File: config.mk
export PLATFORM = sky130hd
export DESIGN_NAME = snd_reg_bank
export DESIGN_NICKNAME = d
export VERILOG_FILES = /design/src/rtl/snd_reg_bank.sv
export SDC_FILE = /design/constraint.sdc
export NUM_CORES = 1
export LEC_CHECK = 0
export CORE_MARGIN = 2
export CORE_UTILIZATION = 67
export CTS_CLUSTER_SIZE = 12
export DETAILED_ROUTE_END_ITERATION = 7
export DONT_BUFFER_PORTS = 1
export GPL_TIMING_DRIVEN = 0
export PLACE_DENSITY = 0.88
export SYNTH_ARGS = -nofsm -noshare
export SYNTH_HDL_FRONTEND = slang
export SYNTH_SLANG_ARGS = --single-unit
export TNS_END_PERCENT = 5
File: constraint.sdc
create_clock -name clk -period 9.4 [get_ports clk]
set_clock_uncertainty 0.05 [all_clocks]
set_input_delay 1.88 -clock clk [delete_from_list [all_inputs] [get_ports clk]]
set_output_delay 1.88 -clock clk [all_outputs]
set_load 0.1 [all_outputs]
File: src/rtl/snd_reg_bank.sv
module snd_reg_bank #(
  parameter int NREG      = 23,
  parameter int WAVE_SIZE = 16
) (
  input  logic            clk,
  input  logic            rst_n,
  input  logic [7:0]      addr,
  input  logic            wr_en,
  input  logic [7:0]      wr_data,
  output logic [7:0]      rd_data,
  input  logic            cgb_mode,
  input  logic            ch3_playing,
  input  logic            wave_readable,
  input  logic [4:0]      wave_window,
  input  logic [3:0]      ch_active,
  output logic [NREG-1:0] core_wr_strobe,
  output logic [7:0]      core_wr_data
);
  localparam int WBITS = $clog2(WAVE_SIZE);
  localparam int CTRL  = NREG - 1;

  logic [7:0] regs [NREG];
  logic [7:0] wave [WAVE_SIZE];

  function automatic logic [7:0] rst_val(input logic [4:0] i);
    case (i)
      5'd0:  rst_val = 8'h80;
      5'd1:  rst_val = 8'hBF;
      5'd2:  rst_val = 8'hF3;
      5'd3:  rst_val = 8'hF3;
      5'd4:  rst_val = 8'hBF;
      5'd6:  rst_val = 8'h3F;
      5'd9:  rst_val = 8'hBF;
      5'd10: rst_val = 8'h7F;
      5'd11: rst_val = 8'hFF;
      5'd12: rst_val = 8'h9F;
      5'd14: rst_val = 8'hBF;
      5'd16: rst_val = 8'hFF;
      5'd19: rst_val = 8'hBF;
      5'd20: rst_val = 8'h77;
      5'd21: rst_val = 8'hF3;
      5'd22: rst_val = 8'h80;
      default: rst_val = 8'h00;
    endcase
  endfunction

  function automatic logic [7:0] rd_mask(input logic [4:0] i);
    case (i)
      5'd0:  rd_mask = 8'h80;
      5'd1, 5'd6: rd_mask = 8'h3F;
      5'd2, 5'd7, 5'd17, 5'd18, 5'd20, 5'd21: rd_mask = 8'h00;
      5'd4, 5'd9, 5'd14, 5'd19: rd_mask = 8'hBF;
      5'd10: rd_mask = 8'h7F;
      5'd12: rd_mask = 8'h9F;
      default: rd_mask = 8'hFF;
    endcase
  endfunction

  logic [7:0] off;
  logic [4:0] ridx;
  logic       snd_on, is_reg, is_ctl, is_stat, is_wave;
  logic [WBITS-1:0] wave_pos, wave_adr;

  assign off      = addr - 8'h10;
  assign ridx     = off[4:0];
  assign snd_on   = regs[CTRL][7];
  assign is_reg   = addr >= 8'h10 && addr <= 8'h26 && addr != 8'h15 && addr != 8'h1F;
  assign is_stat  = addr == 8'h26;
  assign is_ctl   = is_reg && !is_stat;
  assign is_wave  = addr[7:4] == 4'h3;
  assign wave_pos = wave_window[4:1];
  assign wave_adr = addr[WBITS-1:0];

  logic       accept;
  logic [7:0] store_val, fwd_val;

  always_comb begin
    accept    = 1'b0;
    store_val = wr_data;
    fwd_val   = wr_data;
    if (is_stat) begin
      accept    = 1'b1;
      store_val = {wr_data[7], 7'b0};
      fwd_val   = store_val;
    end else if (is_ctl) begin
      if (snd_on) begin
        accept = 1'b1;
      end else if (!cgb_mode && (addr == 8'h1B || addr == 8'h20)) begin
        accept = 1'b1;
      end else begin
        store_val = 8'h00;
        if (!cgb_mode && (addr == 8'h11 || addr == 8'h16)) begin
          accept  = 1'b1;
          fwd_val = wr_data & 8'h3F;
        end
      end
    end
  end

  always_ff @(posedge clk) begin
    if (!rst_n) begin
      for (int i = 0; i < NREG; i++) regs[i] <= rst_val(5'(i));
      for (int i = 0; i < WAVE_SIZE; i++) wave[i] <= 8'h00;
      core_wr_strobe <= '0;
      core_wr_data   <= 8'h00;
    end else begin
      core_wr_strobe <= '0;
      if (wr_en && is_reg) begin
        regs[ridx] <= store_val;
        if (accept) begin
          core_wr_strobe[ridx] <= 1'b1;
          core_wr_data         <= fwd_val;
        end
        if (is_stat && !wr_data[7])
          for (int i = 0; i < CTRL; i++) regs[i] <= 8'h00;
      end
      if (wr_en && is_wave) begin
        if (!ch3_playing || cgb_mode) wave[wave_adr] <= wr_data;
        else if (wave_readable)       wave[wave_pos] <= wr_data;
      end
    end
  end

  always_comb begin
    if (is_ctl)       rd_data = regs[ridx] | rd_mask(ridx);
    else if (is_stat) rd_data = {snd_on, 3'b111, ch_active};
    else if (is_wave) begin
      if (!ch3_playing)                   rd_data = wave[wave_adr];
      else if (wave_readable || cgb_mode) rd_data = wave[wave_pos];
      else                                rd_data = 8'hFF;
    end else          rd_data = 8'hFF;
  end

  AST_OFF_WRITE_ZERO: assert property (@(posedge clk) disable iff (!rst_n)
    (wr_en && addr == 8'h12 && !snd_on) |=> (regs[2] == 8'h00));
  AST_OFF_NO_STROBE: assert property (@(posedge clk) disable iff (!rst_n)
    (wr_en && addr == 8'h24 && !snd_on) |=> (core_wr_strobe == '0));
  AST_CLEAR_ALL: assert property (@(posedge clk) disable iff (!rst_n)
    (wr_en && is_stat && !wr_data[7]) |=> (!snd_on && regs[0] == 8'h00 && regs[CTRL-1] == 8'h00));
  AST_WAVE_KEPT: assert property (@(posedge clk) disable iff (!rst_n)
    $fell(snd_on) |-> $stable(wave[0]));
  AST_STROBE_ONEHOT: assert property (@(posedge clk) disable iff (!rst_n)
    $onehot0(core_wr_strobe));
  AST_STROBE_PULSE: assert property (@(posedge clk) disable iff (!rst_n)
    (core_wr_strobe != '0) |-> $past(wr_en));
  AST_HOLE_IGNORED: assert property (@(posedge clk) disable iff (!rst_n)
    (wr_en && (addr == 8'h15 || addr == 8'h1F)) |=> (core_wr_strobe == '0));
endmodule

==> metrics <==
status=complete, no violations; Yosys cell types=69; drc violations=0; # Post-CTS Setup Buffers=0; switch share=24.3%; max cap viols=0; antenna viol nets, final=0; Clk network pwr share=39.0%; fraction of registers with async set/reset=0%; Die X=163 microns; Root Buffer=clkbuf_16; setup TNS=0 ns; Mapped Cells=1201; critical register-to-register path startpoint=regs[22][7]$_SDFFCE_PN1P_; crit path DAT=5.28 ns; Slew @ Worst Pin=1.46 ns; Layout area overhead=10.2%; worst endpoint required time=7.47 ns; via count=12.2k; DIE AREA=26600 sq um; Worst Reg-to-Reg Cells=4; hold_buf cts=0; switching pwr=845 uW; PwrDens=186 nW/um^2; Fillers=1524; Synth area leaders=edfxtp_1 56%, mux4_2 16%, and2_1 4.9%, dfxtp_1 3.7%, nor2_1 2.9%; Hold Path Sink=core_wr_data[6]$_SDFFE_PN0P_; Placer Congestion=1.06; row count=58; Layout Cell Area excl Fill=18700 sq um; post-synthesis sequential area ratio=59.9%; Worst-Skew Late Latency=0.53 ns; H-tree levels=2; CP peak stage delay=1.15 ns; Post-synth EDFFs=318; Combinational Power Share=9.6%; Final period util=76.7%; Placed Area=17600 sq um; Longest Clk Path Bufs=3; layout cell share with drive strength beyond 1=19.4%; Synth area leader=edfxtp_1; first-pass GRT wire length=77600 microns; die height=163 microns; GRT Util Overall=41.5%; count leader, synth=edfxtp_1; top cell type's share of synthesized area=56.2%; Starting Density=67.8%; worst rel slew slack=2.34%; num ports=70; fin crit period=7.21 ns; YS warnings=0; Leak Pwr=6.31 nW; HPWL after DPL=37500 microns; Mapped Area=17000 sq um; worst-path cell chain=buf_2 -> buf_2 -> buf_1 -> mux4_2 -> mux2i_1 -> nor2_1 -> a21oi_1 -> a31oi_2; I/O Buffers=0; clk sinks=349; HP Class=reg -> reg; Avg Cell Area, Syn=14.1 sq um; Post-synth top cells=318 x edfxtp_1, 133 x and2_1, 133 x nor2_1; final layout net count=1316; core box area=25000 sq um; vias in the first global route=11.9k; Worst-path clk slew=0.06 ns; Hold Crit Start=regs[22][7]$_SDFFCE_PN1P_; drt pass-1 iters=8; fmax=0.139 GHz; maximum vdd ir drop=167 uV; DR vias/cell=7.42; Post-synth top flop=edfxtp_1; WL final=53600 microns; final hold vios=0; global route overflow=0; Crit Path Max Fanout=10; initial DRC count=2578; routed length per instance=32.7 microns; Worst Setup Start Kind=primary input; Slowest cell on crit path=a31oi_2; RSZ-0062 raised after global routing=no; TritonCTS clock tree=built; initial antenna violation count=3; CP most frequent cell=buf_2; path type of the worst setup path=in -> out; Crit. Startpoint=addr[1]; WHS=0.758 ns; largest net degree at the start of global routing=14; Reg-to-Reg End=regs[29][3]$_DFFE_PP_; sequential power share=51.4%; Worst Setup End Kind=primary output; Final setup viols=0; CTS buffer count=36; Total Power=3.47 mW; r2r setup slk=7.28 ns; Slew Limit Fails=0; P_int=2.63 mW; post_cts resized=0; FF+latch count, synth=349; WHS Path Cells=2
kinds of logic after synthesis:
group | share of synthesized area [%]
adders and majority gates | 0.295
DFF | 59.9
muxes | 18.2
other | 0.0221
AOI/OAI and AO/OA | 5.93
buffers and inverters | 3.16
and+or+nand+nor | 12.5
placed cells by master, fill, tap and decap left out, drive strengths merged, types with 2 or more instances in the layout:
cell type and count:
clkinv 4, ha 4, dfxtp 31, inv 17
a211oi 6, o22ai 7, nor3 8, edfxtp 318
o2111ai 2, nor3b 2, nand2 68, and2 133
mux4 124, a21oi 73, o31a 2, nand3b 3
a22o 3, and3 3, mux2 11, or3 3
nor2b 10, nor2 134, nor4 2, nand4 9
nand2b 6, or2 2, o21ai 46, nand3 26
o21a 3, buf 62, and4 4, a31oi 3
clkbuf 98, mux2i 18, a22oi 5, conb 40
cell type report:
class,instances,area [sq um],area share [%]
plain buffers,97,480,2.57
repair buffers,3,40.0,0.214
flip-flops and latches,349,10200,54.3
diodes,1,2.50,0.0134
clock buffers,60,1040,5.57
inverters,15,56.3,0.301
well taps,330,413,2.21
multi-input cells,779,6480,34.6
clock inverters,6,33.8,0.180
per-stage QoR:
step	worst slack (ns)	instances	utilization [%]
global placement	0.104	1570	70.1
finish	2.19	1640	74.8
floorplan	1.07	1240	-
CTS	2.39	1638	74.7
detailed placement	2.40	1572	70.4
global route	2.25	1639	74.8
per-layer routing:
metal / global-route usage [%] / share of wire, % / vias up
met1: 55.8 / 32 / 5837
met2: 60.6 / 43 / 1356
li1: - / - / 4696
met4: 17.6 / 5.9 / 4
met3: 16.9 / 19 / 279
met5: 0 / 0.041 / -
flip-flops by register name (all words and copies together) (netlist names):
signal	flops
core_wr_data	8
regs	190
wave	128
core_wr_strobe	23
how the worst max path moves through the flow:
stage / to / slack, ns / depth (start not counted)
3_3_place_gp: rd_data[0] / 0.10 / 10
6_report: rd_data[4] / 2.19 / 8
4_1_cts: rd_data[4] / 2.39 / 8
5_1_grt: rd_data[4] / 2.25 / 8
2_1_floorplan: rd_data[0] / 1.07 / 10
3_5_place_dp: rd_data[3] / 2.40 / 7
power by group through the flow:
stage / Combinational (mW) / Sequential (mW) / Clock [mW]
floorplan: 0.214 / 1.80 / 0
detailed placement: 0.313 / 1.82 / 0
CTS: 0.317 / 1.78 / 1.33
global route: 0.340 / 1.79 / 1.39
finish: 0.335 / 1.79 / 1.35
global placement: 0.304 / 1.81 / 0
worst max-delay path, delay by kind of cell:
family	cells	cell delay, ns
muxes	2	0.50
AOI/OAI and AO/OA	2	1.22
and+or+nand+nor	1	0.18
buffers and inverters	3	1.49
No activity file was read; power rests on OpenSTA's default activity.
